**config.mk**
```make
export PLATFORM = sky130hd
export DESIGN_NAME = hcs_gen
export DESIGN_NICKNAME = d
export VERILOG_FILES = /design/src/rtl/hcs_pkg.sv /design/src/rtl/hcs_step.sv /design/src/rtl/hcs_seq.sv /design/src/rtl/hcs_check.sv /design/src/rtl/hcs_gen.sv
export SDC_FILE = /design/constraint.sdc
export NUM_CORES = 1
export LEC_CHECK = 0
export ABC_AREA = 1
export ABC_CLOCK_PERIOD_IN_PS = 1300
export CAP_MARGIN = 20
export CORE_MARGIN = 3
export CORE_UTILIZATION = 45
export CTS_BUF_LIST = sky130_fd_sc_hd__clkbuf_8
export DETAILED_ROUTE_END_ITERATION = 16
export HOLD_SLACK_MARGIN = 0.08
export PLACE_DENSITY = 0.83
export SETUP_SLACK_MARGIN = 0.2
export SLEW_MARGIN = 20
export SYNTH_ARGS = -nofsm -noshare
export SYNTH_HDL_FRONTEND = slang
export SYNTH_HIERARCHICAL = 1
export SYNTH_SLANG_ARGS = --single-unit
```
**constraint.sdc**
```tcl
create_clock -name clk -period 1.3 [get_ports clk]
set_input_delay 0.13 -clock clk [delete_from_list [all_inputs] [get_ports clk]]
set_output_delay 0.13 -clock clk [all_outputs]
set_load 0.02 [all_outputs]
```
**src/rtl/hcs_pkg.sv**
```systemverilog
package hcs_pkg;

  // One bit-serial CRC step per input bit, MSB first: returns the remainder
  // after folding one byte into rem.
  function automatic logic [7:0] crc8_shift(input logic [7:0] rem,
                                            input logic [7:0] data,
                                            input logic [7:0] poly);
    logic [7:0] r;
    r = rem ^ data;
    for (int k = 0; k < 8; k++) begin
      if (r[7]) r = {r[6:0], 1'b0} ^ poly;
      else      r = {r[6:0], 1'b0};
    end
    return r;
  endfunction

  // Lookup-table entry for a given index (remainder XOR byte).
  function automatic logic [7:0] tbl_entry(input logic [7:0] idx,
                                           input logic [7:0] poly);
    return crc8_shift(8'h00, idx, poly);
  endfunction

endpackage

```
**src/rtl/hcs_step.sv**
```systemverilog
module hcs_step #(
  parameter logic [7:0] POLY      = 8'h07,
  parameter bit         USE_TABLE = 1'b1
) (
  input  logic       clk,
  input  logic       rst_n,
  input  logic [7:0] rem_in,
  input  logic [7:0] byte_in,
  output logic [7:0] rem_out
);
  localparam int TBL_N = 256;

  logic [7:0] tbl_idx;
  assign tbl_idx = rem_in ^ byte_in;

  generate
    if (USE_TABLE) begin : g_table
      logic [7:0] tbl [TBL_N];
      for (genvar g = 0; g < TBL_N; g++) begin : g_fill
        assign tbl[g] = hcs_pkg::tbl_entry(8'(g), POLY);
      end
      assign rem_out = tbl[tbl_idx];

      // the table path agrees with the bit-serial formulation
      a_r11_table_matches_shift: assert property (@(posedge clk) disable iff (!rst_n)
        rem_out == hcs_pkg::crc8_shift(rem_in, byte_in, POLY));
    end else begin : g_shift
      assign rem_out = hcs_pkg::crc8_shift(rem_in, 8'h00, POLY) ^
                       hcs_pkg::crc8_shift(8'h00, byte_in, POLY);
    end
  endgenerate

  // a zero index always maps to a zero remainder in either variant
  a_r11_zero_maps_zero: assert property (@(posedge clk) disable iff (!rst_n)
    (tbl_idx == 8'h00) |-> (rem_out == 8'h00));

endmodule

```
**src/rtl/hcs_seq.sv**
```systemverilog
module hcs_seq #(
  parameter int         NUM_BYTES = 4,
  parameter logic [7:0] POLY      = 8'h07,
  parameter logic [7:0] COSET     = 8'h55,
  parameter bit         USE_TABLE = 1'b1
) (
  input  logic       clk,
  input  logic       rst_n,
  input  logic       hdr_valid,
  input  logic       hdr_start,
  input  logic [7:0] hdr_byte,
  input  logic       check_en,
  output logic [7:0] result,
  output logic       done,
  output logic       fifth_acc
);
  localparam int                CNT_W    = $clog2(NUM_BYTES);
  localparam logic [CNT_W-1:0]  CNT_LAST = CNT_W'(NUM_BYTES - 1);
  localparam logic [CNT_W-1:0]  CNT_IDLE = '0;

  logic [CNT_W-1:0] cnt;
  logic [7:0]       rem;
  logic             chk_wait;

  // Named internal events
  logic       first_acc, more_acc, last_acc;
  logic [7:0] step_in, step_out;

  assign first_acc = hdr_valid && hdr_start;
  assign more_acc  = hdr_valid && !hdr_start && (cnt != CNT_IDLE);
  assign last_acc  = more_acc && (cnt == CNT_LAST);
  assign fifth_acc = hdr_valid && !hdr_start && (cnt == CNT_IDLE) && chk_wait;
  assign step_in   = first_acc ? 8'h00 : rem;

  hcs_step #(.POLY(POLY), .USE_TABLE(USE_TABLE)) u_step (
    .clk     (clk),
    .rst_n   (rst_n),
    .rem_in  (step_in),
    .byte_in (hdr_byte),
    .rem_out (step_out)
  );

  always_ff @(posedge clk or negedge rst_n) begin
    if (!rst_n) begin
      cnt      <= CNT_IDLE;
      rem      <= 8'h00;
      chk_wait <= 1'b0;
      result   <= 8'h00;
      done     <= 1'b0;
    end else begin
      done <= 1'b0;
      if (first_acc) begin
        rem      <= step_out;
        cnt      <= CNT_W'(1);
        chk_wait <= 1'b0;
      end else if (last_acc) begin
        result   <= step_out ^ COSET;
        done     <= 1'b1;
        cnt      <= CNT_IDLE;
        chk_wait <= check_en;
      end else if (more_acc) begin
        rem <= step_out;
        cnt <= cnt + CNT_W'(1);
      end else if (fifth_acc) begin
        chk_wait <= 1'b0;
      end
    end
  end

  // completion strobe lasts one cycle
  a_r3_done_single: assert property (@(posedge clk) disable iff (!rst_n)
    done |=> !done);
  // completion follows an accepted byte
  a_r3_done_after_byte: assert property (@(posedge clk) disable iff (!rst_n)
    done |-> $past(hdr_valid));
  // a completing byte never carries a start flag
  a_r6_done_not_from_start: assert property (@(posedge clk) disable iff (!rst_n)
    done |-> !$past(hdr_start));
  // the result moves only when a completion is signalled
  a_r7_result_held: assert property (@(posedge clk) disable iff (!rst_n)
    !done |-> $stable(result));
  // a start byte always leaves exactly one byte counted
  a_r5_start_restarts: assert property (@(posedge clk) disable iff (!rst_n)
    first_acc |=> (cnt == CNT_W'(1)));
  // no valid byte, no change to the running state
  a_r4_idle_keeps_state: assert property (@(posedge clk) disable iff (!rst_n)
    !hdr_valid |=> ($stable(rem) && $stable(cnt)));

endmodule

```
**src/rtl/hcs_check.sv**
```systemverilog
module hcs_check (
  input  logic       clk,
  input  logic       rst_n,
  input  logic       fifth_acc,
  input  logic [7:0] rx_byte,
  input  logic [7:0] computed,
  output logic       mismatch
);
  logic differs;
  assign differs = (rx_byte != computed);

  always_ff @(posedge clk or negedge rst_n) begin
    if (!rst_n) mismatch <= 1'b0;
    else        mismatch <= fifth_acc && differs;
  end

  // mismatch strobe lasts a single cycle
  a_r9_mismatch_single: assert property (@(posedge clk) disable iff (!rst_n)
    mismatch |=> !mismatch);
  // a mismatch needs an armed comparison byte one cycle earlier
  a_r10_mismatch_needs_arm: assert property (@(posedge clk) disable iff (!rst_n)
    mismatch |-> $past(fifth_acc));

endmodule

```
**src/rtl/hcs_gen.sv**
```systemverilog
module hcs_gen #(
  parameter int         NUM_BYTES = 4,
  parameter logic [7:0] POLY      = 8'h07,
  parameter logic [7:0] COSET     = 8'h55,
  parameter bit         USE_TABLE = 1'b1
) (
  input  logic       clk,
  input  logic       rst_n,
  input  logic       hdr_valid,
  input  logic       hdr_start,
  input  logic [7:0] hdr_byte,
  input  logic       check_en,
  output logic [7:0] hec_byte,
  output logic       hec_done,
  output logic       hec_mismatch
);
  logic fifth_acc;

  hcs_seq #(
    .NUM_BYTES (NUM_BYTES),
    .POLY      (POLY),
    .COSET     (COSET),
    .USE_TABLE (USE_TABLE)
  ) u_seq (
    .clk       (clk),
    .rst_n     (rst_n),
    .hdr_valid (hdr_valid),
    .hdr_start (hdr_start),
    .hdr_byte  (hdr_byte),
    .check_en  (check_en),
    .result    (hec_byte),
    .done      (hec_done),
    .fifth_acc (fifth_acc)
  );

  hcs_check u_check (
    .clk       (clk),
    .rst_n     (rst_n),
    .fifth_acc (fifth_acc),
    .rx_byte   (hdr_byte),
    .computed  (hec_byte),
    .mismatch  (hec_mismatch)
  );

  // outputs quiet right after reset
  a_r1_quiet_after_reset: assert property (@(posedge clk)
    ($rose(rst_n)) |-> (!hec_done && !hec_mismatch));
  // done and mismatch never coincide
  a_r9_no_overlap: assert property (@(posedge clk) disable iff (!rst_n)
    !(hec_done && hec_mismatch));

endmodule

```
== Word level (Yosys, flattened, before mapping) ==
Memory sizes are Yosys's and may differ from the RTL's.
Cells that the tools add are included.

* Register bits after elaboration: 21
* Bits in latches: 0
* Memory bits (writable): 0
* Bits in read-only memories: 2048
* Bits of input ports: 13
* Output and inout port bits: 10
* Logic and storage cells: 48
* Memories kept: 1

{| class="wikitable"
|+ Memories
! name !! depth !! bits a word !! read ports !! clocked after memory_dff !! wr ports !! RTL line !! text
|-
| (name not given) || 256 || 8 || 1 || 0 || 0 || hcs_step.sv:22 || <nowiki>assign rem_out = tbl[tbl_idx];</nowiki>
|}

* Add/sub/neg operators: 1
* Multiply operators: 0
* Div/mod/pow operators: 0
* $lt $le $gt $ge: 1
* Equality and inequality tests: 4
* Shifts and indexed selects: 0
* Muxes and demuxes: 15
* Bitwise logic cells: 4
* Reduce and logical (&&, ||, !) cells: 16

{| class="wikitable"
|+ Operator list
! cell !! number
|-
| $mux 8 || 6
|-
| $ge 9x9->1 const B || 1
|-
| $not 8->9 || 1
|-
| $ne 8x8->1 || 1
|-
| $xor 8x8->8 || 1
|-
| $logic_and 1x1->1 || 7
|-
| $mux 1 || 6
|-
| $mux 2 || 3
|-
| $reduce_and 2->1 || 3
|-
| $reduce_bool 3->1 || 2
|-
| $not 4->4 || 1
|-
| $reduce_bool 2->1 || 2
|-
| $ne 3x2->1 const B || 1
|-
| $add 2x1->2 const B || 1
|-
| $eq 2x2->1 const B || 1
|-
| $logic_not 2->1 || 1
|-
| $ne 2x1->1 const B || 1
|-
| $logic_not 1->1 || 1
|-
| $not 1->1 || 1
|}

== Depth between registers and ports, before layout ==
Gate-level depths: netlist (run 1).

* Depth after elaboration: 10
* Gate-level depth with buffers: 13
* Depth with buffers taken out: 13

== By module ==
Netlist (run 1), hierarchy kept.

{| class="wikitable"
|+ By module, submodules not included
! module !! instances !! cells each !! area each (um2) !! sequential area each (um2)
|-
| hcs_seq || 1 || 110 || 930.9 || 500.5
|-
| hcs_step || 1 || 65 || 352.8 || 0.0
|-
| hcs_check || 1 || 49 || 205.2 || 25.0
|}

== Least setup slack after synthesis (run 1) ==
OpenSTA, ideal clock, no wires.

* Path kind: input port to flip-flop
* From: input hdr_start
* To: register u_seq.rem[2]
* Library setup time: 0.065 ns
* Arrival time: 1.222 ns
* Required time: 1.235 ns
* Setup slack: 0.012 ns
* Stages on the path: 13
* Path buffers: 0
* Path through: nand2_1 > clkinv_1 > nor2_1 > inv_1 > nand2_1 > nand2_1 > nand2_1 > nand3_1 > nand2_1 > nand2_1 > nand2_1 > nand3_1 > nand2_1

* Word-level cells in the longest chain between the ends: 10
* Elaborated cells on any way between the ends: 17
* Those cells by class: eq/ne: 1; mux: 6; bitwise: 2; reduce/logical: 7; memory: 1

{| class="wikitable"
|+ Ends and longest elaborated chain
! what !! RTL line !! text
|-
| start: declaration || hcs_gen.sv:10 || <nowiki>input logic hdr_start,</nowiki>
|-
| $logic_and 1x1->1 (*) || hcs_seq.sv:29 || <nowiki>assign first_acc = hdr_valid && hdr_start;</nowiki>
|-
| $mux 8 (*) || hcs_seq.sv:33 || <nowiki>assign step_in = first_acc ? 8'h00 : rem;</nowiki>
|-
| net u_seq.step_in[6] || hcs_seq.sv:27 || <nowiki>logic [7:0] step_in, step_out;</nowiki>
|-
| $xor 8x8->8 (*) || hcs_step.sv:14 || <nowiki>assign tbl_idx = rem_in ^ byte_in;</nowiki>
|-
| $not 8->9 (implied by the code) (*) || hcs_step.sv:22 ||
|-
| $mem_v2 256x8 (*) || - ||
|-
| $mux 8 (implied by the code) (*) (2 in a row) || hcs_step.sv:22 ||
|-
| net u_seq.step_out[2] || hcs_seq.sv:27 ||
|-
| $mux 8 || hcs_seq.sv:61 || <nowiki>end else if (more_acc) begin</nowiki>
|-
| $mux 8 || hcs_seq.sv:56 || <nowiki>end else if (last_acc) begin</nowiki>
|-
| $mux 8 (*) || hcs_seq.sv:52 || <nowiki>if (first_acc) begin</nowiki>
|-
| end signal: assignment || hcs_seq.sv:53 || <nowiki>rem <= step_out;</nowiki>
|-
| end signal: assignment || hcs_seq.sv:62 || <nowiki>rem <= step_out;</nowiki>
|-
| end: declaration || hcs_seq.sv:22 || <nowiki>logic [7:0] rem;</nowiki>
|}

The timed path passes the listed nets; every way through them passes the cells marked *. The select of a mux whose other input is x is not followed.
A chain may end at the register's enable or synchronous reset.

== Final worst setup path (run 1) ==
* From: register u_seq.rem[5]
* To: register u_seq.rem[7]

* Word-level cells in the longest chain between the ends: 9

{| class="wikitable"
|+ Ends and longest elaborated chain
! what !! RTL line
|-
| $mux 8 (*) || hcs_seq.sv:33
|-
| net u_seq.step_in[5] || hcs_seq.sv:27
|-
| $xor 8x8->8 (*) || hcs_step.sv:14
|-
| $not 8->9 (implied by the code) (*) || hcs_step.sv:22
|-
| $mem_v2 256x8 (*) || -
|-
| $mux 8 (implied by the code) (*) (2 in a row) || hcs_step.sv:22
|-
| net u_seq.step_out[7] || hcs_seq.sv:27
|-
| $mux 8 || hcs_seq.sv:61
|-
| $mux 8 || hcs_seq.sv:56
|-
| $mux 8 (*) || hcs_seq.sv:52
|}

Marks and branches as above.

==> summary.md, run 1 <==
| Metric | Value |
|---|---|
| Outcome | `finished with violations` |
| Failing checks | `negative setup slack` |
| Slew Limit Fails | `0` |
| CTS max path bufs | `2` |
| Initial Util | `48.0%` |
| Maximum vdd drop | `1020 uV` |
| Critical path class | `flop to flop` |
| Synth area leaders | `dfrtp_1 (35%), nand2_1 (25%), inv_1 (9.6%)` |
| Die height | `63.5 um` |
| Finished Cell Area | `2420 um2` |
| Cell-internal power | `0.00253 W` |
| Seq pwr share | `23.3%` |
| Final setup skew | `0.00799 ns` |
| Cell Pwr Density | `2070 nW/um2` |
| Sw Pwr | `0.00247 W` |
| Tmin final | `1.50 ns` |
| Flop2flop setup slack | `-0.20 ns` |
| Clk pwr share | `8.8%` |
| Crit path max fanout | `3` |
| Core footprint | `3100 um2` |
| Post-synthesis sequential area ratio | `35.3%` |
| Fin nets | `296` |
| Post-synth ARST share | `100%` |
| DP HPWL | `2570 um` |
| Row count | `20` |
| Vias in the first global route | `1590` |
| Vias per cell | `5.21` |
| Hold WC Path Type | `input port to async pin` |
| Final Cycle Share | `116%` |
| Post-CTS Hold Fix Bufs | `0` |
| CP startpoint kind | `flop` |
| Clock sinks | `21` |
| Reg2reg end | `u_seq/rem[7]` |
| Synth area leader | `dfrtp_1` |
| First-pass DRT Iterations | `4` |
| Cts bufs inserted | `3` |
| Final worst setup slack | `-0.204 ns` |
| Highest clock rate | `665 MHz` |
| Post-DRT Antenna Nets | `0` |
| Critical path capture point type | `flop` |
| CP arrival | `1.71 ns` |
| Max-Cap Viols | `0` |
| Number of enable flip-flop cells after synthesis | `0` |
| RePlAce Congestion | `0.838` |
| GRT Resource Usage Total | `22.9%` |
| Leak pwr | `1.29 nW` |
| Syn_area_per_cell | `6.65 um2` |
| Area after DPL | `1950 um2` |
| Clock root cell | `clkbuf_8` |
| Syn nets | `239` |
| Total Power | `0.00499 W` |
| Yosys warns | `6` |
| Distinct cells, synth | `17` |
| Final setup vio count | `17` |
| DRT iter0 DRCs | `128` |
| Clock Latency Late Sink | `0.27 ns` |
| Fill cells | `206` |
| Final Hold Fails | `0` |
| H-tree Lvls | `1` |
| Synth-to-Final Area Change | `62.4%` |
| Worst reg2reg path depth | `8` |
| Slew HR | `76.6%` |
| Num ports | `23` |
| Post-route DRC | `0` |
| Yosys top cell area share | `35.3%` |
| Remaining Overflow, GRT | `0` |
| Most frequent cell after synthesis | `nand2_1` |
| Switching part of the total | `49.4%` |
| Finished Core Util | `77.9%` |
| Unrepaired setup endpoints after global routing | `yes` |
| Final cell count without fillers | `324` |
| Final WL | `5180 um` |
| Die Area | `4030 um2` |
| Layout cells sized above 1 | `46.8%` |
| CTS tree | `built` |
| CTS clk-pin slew, worst paths | `0.08 ns` |
| PortBufs | `22` |
| DIE WIDTH | `63.5 um` |
| Placed Cells | `303` |
| Cells after Synth | `224` |
| Global-route wire length before repair | `7200 um` |
| Required @ worst endpoint | `1.51 ns` |
| Wirelength per Cell | `16.0 um` |
| Largest net degree at the start of global routing | `22` |
| Synth Register Bits | `21` |
| Via count | `1689` |
| Antenna violations before repair | `0` |
| Top post-synthesis cells by count | `nand2_1 (99), inv_1 (38), dfrtp_1 (21), nor2_1 (19), nand3_1 (16)` |
| Worst Tran Pin Value | `0.351 ns` |
| Worst R2R Start | `u_seq/rem[5]` |
| Antenna Cells | `0` |
| Cell Area, Synth | `1490 um2` |
| Synth Flop Type | `dfrtp_1` |
| Power share of the combinational group | `67.9%` |
-- worst max path at each step --
stage,start,end,slack [ns],cells past startpoint
3_5_place_dp,hdr_start,u_seq/rem[6],-0.53,10
5_1_grt,u_seq/rem[0],u_seq/rem[2],-0.25,12
4_1_cts,u_seq/rem[3],u_seq/rem[5],-0.04,8
2_1_floorplan,u_seq/rem[3],u_seq/rem[5],0.08,8
6_report,u_seq/rem[5],u_seq/rem[7],-0.20,8
3_3_place_gp,hdr_start,u_seq/rem[2],-0.47,14
-- sequential cells by signal, indices dropped and copies added, names as in the netlist --
| name | count |
|---|---|
| u_check/mismatch | 1 |
| u_seq/chk_wait | 1 |
| u_seq/cnt | 2 |
| u_seq/done | 1 |
| u_seq/rem | 8 |
| u_seq/result | 8 |
-- per-layer routing --
layer / wire [um] / vias to the layer above / track usage (%) / share of wire (%)
met2: 2600 / 88 / 38.5 / 50
li1: - / 766 / - / -
met4: 286 / 0 / 11.3 / 5.5
met5: 0 / - / 0 / 0
met3: 302 / 28 / 3.92 / 5.8
met1: 2000 / 807 / 28.0 / 39
-- cell type report --
cell class                 count  area [um2]  share of cell area (%)
clock buffer                   3        41.3                    1.71
timing repair buffer          53         483                    20.0
timing repair inverter         1        8.76                   0.362
inverter                      42         180                    7.45
clock inverter                 1        5.00                   0.207
sequential                    21         526                    21.7
tap                           44        55.1                    2.28
multi-input combinational    159        1120                    46.3
-- power groups by stage --
stage	registers, W	clock network [W]	logic, W
floorplan	0.00123	0	0.00145
global placement	0.00112	0	0.00223
detailed placement	0.00113	0	0.00229
CTS	0.00113	0.000440	0.00268
global route	0.00120	0.000479	0.00362
finish	0.00116	0.000442	0.00339
-- stage by stage --
| step | TNS [ns] | worst slack, ns | hold WS (ns) |
|---|---|---|---|
| after floorplan | 0 | 0.0818 | -0.166 |
| after detailed placement | -7.95 | -0.532 | 0.460 |
| after global placement | -7.22 | -0.473 | 0.455 |
| after global routing | -3.14 | -0.248 | 0.229 |
| final | -1.98 | -0.204 | 0.198 |
| after CTS | -0.184 | -0.0373 | 0.212 |
-- worst max-delay path, stage by stage, from the launching register on --
cell     delay [ns]
dfrtp_1        0.40
inv_2          0.08
nor2_4         0.05
xnor2_4        0.23
xor2_1         0.26
nand2_1        0.16
nand2_2        0.11
nand3_1        0.07
nand2_1        0.08
-- cell usage in the layout (no fill, tap or decap), types with 2 or more instances in the layout --
master / instances
nand2_4: 7
clkdlybuf4s50_1: 5
buf_4: 23
buf_12: 3
clkbuf_8: 3
nand3_2: 6
buf_6: 4
xnor2_2: 5
dlygate4sd2_1: 6
clkdlybuf4s15_2: 2
xnor2_4: 2
o21ai_2: 3
inv_1: 24
buf_2: 4
nand2_1: 69
xnor2_1: 2
o21ai_1: 2
dfrtp_1: 21
inv_2: 15
nand2_2: 23
nand3_1: 9
nor2_1: 9
xor2_2: 4
clkbuf_2: 4
nor2_4: 6
nor2_2: 4
-- cell families after synthesis --
group                      count (synthesis)  synth area share (%)
and+or+nand+nor                          136                  37.3
buffers and inverters                     44                  12.1
DFF                                       21                  35.3
xor gates and xnor gates                  15                  10.8
AOI/OAI and AO/OA                          6                  2.77
adders and majority gates                  2                  1.68
-- repair_timing --
item,4_1_cts,5_1_grt
pin swaps,23,28
resized for setup,76,52
setup buffers,7,8
endpoints found under the hold margin,0,0
endpoints found under the setup margin,30,31
gates cloned,2,0
No activity file was read; power rests on OpenSTA's default activity.
==> inputs of run 2 (changes only) <==
PLACE_DENSITY = 0.84   (was 0.83)
SYNTH_HIERARCHICAL = default   (was 1)
==> summary.md, run 2 <==
| Metric | Value |
|---|---|
| Die Area | `3840 um2` |
| Highest clock rate | `724 MHz` |
| Synth Area in Adders | `1.77%` |
| First-pass DRT Iterations | `4` |
| Vias per cell | `5.12` |
| Top Usage Layer GRT | `met2` |
| Clock sinks | `21` |
| Syn nets | `198` |
| Crit path top cell by count | `nor2_4` |
| Final WL | `4120 um` |
| DRT iter0 DRCs | `74` |
| Synth area leaders | `dfrtp_1 (37%), nand2_1 (19%), nand3_1 (8.5%)` |
| Required @ worst endpoint | `1.46 ns` |
| Final setup vio count | `17` |
| Cells after Synth | `183` |
| Crit path max fanout | `4` |
| Worst reg2reg path depth | `10` |
| Final Cycle Share | `106%` |
| Fill cells | `208` |
| Post-synth ARST share | `100%` |
| Antenna Cells | `0` |
| Distinct cells, synth | `27` |
| Crit path from | `u_seq.cnt[0]` |
| Top post-synthesis cells by count | `nand2_1 (73), nand3_1 (24), dfrtp_1 (21), inv_1 (15), xor2_1 (7)` |
| Synth-to-Final Area Change | `48.8%` |
| Post-synthesis mux area share | `0%` |
| Leak pwr | `1.10 nW` |
| Worst R2R Start | `u_seq.cnt[0]` |
| Final setup skew | `0.00219 ns` |
| Post-route DRC | `0` |
| Critical path class | `flop to flop` |
| Synth Register Bits | `21` |
| Row count | `19` |
| Final Hold Fails | `0` |
| Worst Setup EP | `u_seq.rem[5]` |
| Clock root cell | `clkbuf_8` |
| Post-Route Setup TNS | `-0.890 ns` |
| Vias in the first global route | `1472` |
| Initial Util | `49.1%` |
| Regs by FF count | `u_seq.rem x8, u_seq.result x8, u_seq.cnt x2` |
| Num ports | `23` |
| Critical path capture point type | `flop` |
| Slew Limit Fails | `0` |
| Xor/xnor share of the synthesized area | `13.7%` |
| Maximum vdd drop | `1350 uV` |
| Commonest non-fill, non-tap cell in the layout | `nand2_1` |
| Synth Flop Type | `dfrtp_1` |
| Worst-path cell chain | `inv_1 > ha_2 > inv_2 > nand2_4 > inv_4 > nor2_4 > nor2_4 > buf_6 > nand3_2 > nand2_1` |
| Failing checks | `negative setup slack` |
| CTS max path bufs | `2` |
| Largest net degree at the start of global routing | `22` |
| Met3 track demand over resource | `5.58%` |
| Post-synthesis sequential area ratio | `37.2%` |
| CP startpoint kind | `flop` |
| Most frequent cell after synthesis | `nand2_1` |
| Antenna violations before repair | `0` |
| Largest family of logic cells by synthesized area | `simple AND/OR/NAND/NOR gates` |
| Unrepaired setup endpoints after global routing | `yes` |
| Worst Tran Pin Value | `0.276 ns` |
| CP arrival | `1.54 ns` |
| Synth Area in Compound Gates | `4.43%` |
| Die height | `62.0 um` |
| Layout cells sized above 1 | `37.5%` |
| Hold WC Path Type | `input port to async pin` |
| DIE WIDTH | `62.0 um` |
| Worst path slowest cell | `dfrtp_1` |
| Flop2flop setup slack | `-0.08 ns` |
| Max-Cap Viols | `0` |
| Met2 Use GR | `39.3%` |
| Highest-count cells in the layout ignoring fill and taps | `nand2_1 (63), buf_4 (25), dfrtp_1 (21)` |
| Post-CTS Hold Fix Bufs | `0` |
| Remaining Overflow, GRT | `0` |
| CP peak stage delay | `0.39 ns` |
| Syn_area_per_cell | `7.71 um2` |
| Reg2reg end | `u_seq.rem[5]` |
| Outcome | `finished with violations` |
| Global-route wire length before repair | `6270 um` |
| Synth Area in Simple Gates | `37.2%` |
| Tmin final | `1.38 ns` |
| DP HPWL | `2540 um` |
| CTS tree | `built` |
| CTS clk-pin slew, worst paths | `0.08 ns` |
| Via count | `1445` |
| Core footprint | `2880 um2` |
| Synth area leader | `dfrtp_1` |
| Number of enable flip-flop cells after synthesis | `0` |
| Yosys top cell area share | `37.2%` |
| Post-DRT Antenna Nets | `0` |
| Slew HR | `81.5%` |
| Cell Area, Synth | `1410 um2` |
| Fin nets | `256` |
| Wirelength per Cell | `14.6 um` |
| Cell Pwr Density | `1930 nW/um2` |
| Finished Core Util | `73.0%` |
| Final worst setup slack | `-0.0819 ns` |
| GRT met1 Usage | `26.2%` |
| PortBufs | `22` |
| RePlAce Congestion | `0.894` |
| H-tree Lvls | `1` |
| Cts bufs inserted | `3` |
| Dpl ws | `-0.465 ns` |
| Clock Latency Late Sink | `0.26 ns` |
| Yosys warns | `0` |
| GRT Resource Usage Total | `22.5%` |
run 2: cell types whose count changed after synthesis, moves of 3 or more:
cell,previous run,this run
nand2_1,99,73
inv_1,38,15
nor2_1,19,3
nand3_1,16,24
xor2_2,0,5
a21oi_1,0,3
nand2_2,0,3
xnor2_1,5,2
run 2: stage by stage:
stage               hold slack (ns)  instance area [um2]  cells  total power [W]
CTS                           0.219                 2020    279          0.00379
floorplan                    -0.166                 1430    183          0.00251
detailed placement            0.470                 1880    269          0.00328
finish                        0.206                 2100    282          0.00406
global placement              0.472                 1880    269          0.00324
global route                  0.237                 2100    282          0.00434
run 2: power by group:
group          leakage, nW  switching [W]  internal, W
Sequential           0.262       0.000268     0.000923
Combinational        0.814        0.00136      0.00108
Clock               0.0269       0.000223     0.000211
Total                 1.10        0.00185      0.00221
run 2: worst min path at each step:
stage | end | slack, ns | cells past startpoint
2_1_floorplan | u_check.mismatch | -0.17 | 0
3_3_place_gp | u_seq.rem[5] | 0.47 | 2
3_5_place_dp | u_seq.rem[5] | 0.47 | 2
4_1_cts | u_seq.cnt[0] | 0.22 | 2
5_1_grt | u_check.mismatch | 0.24 | 2
6_report | u_seq.cnt[0] | 0.21 | 2
run 2: layout make-up:
type / instances / area [um2] / share of cell area [%]
clock buffer: 3 / 41.3 / 1.97
inverter: 17 / 76.3 / 3.63
multi-input combinational: 143 / 910 / 43.3
sequential: 21 / 526 / 25.0
timing repair buffer: 54 / 480 / 22.9
tap: 42 / 52.6 / 2.50
clock inverter: 1 / 3.75 / 0.179
timing repair inverter: 1 / 11.3 / 0.536
run 2: cell families (layout without fill, tap and decap cells):
group,Yosys count,after routing
xor gates and xnor gates,16,16
AOI/OAI and AO/OA,11,11
DFF,21,21
buffers and inverters,19,76
adders and majority gates,2,2
and+or+nand+nor,114,114
run 2: metal layers:
metal | up-vias | wire length (um)
li1 | 691 | -
met1 | 687 | 1680
met2 | 58 | 2150
met3 | 9 | 223
met4 | 0 | 61
met5 | - | 0
run 2: timing repair:
action / in CTS / in global routing
buffers inserted: 5 / 3
gates resized for setup: 46 / 30
endpoints found under the hold margin: 0 / 0
pin swaps: 6 / 3
cloned: 1 / 0
setup endpoints to repair: 31 / 26
run 2: critical path, delay by kind of cell, from the launching register on:
kind	cells	cell delay (ns)
adders and majority gates	1	0.18
DFF	1	0.39
and+or+nand+nor	5	0.39
buffers and inverters	4	0.31
==> inputs of run 3 (changes only) <==
CAP_MARGIN = default   (was 20)
==> results of run 3 <==
Final layout, timing and power as in run 2 (identical DEF).
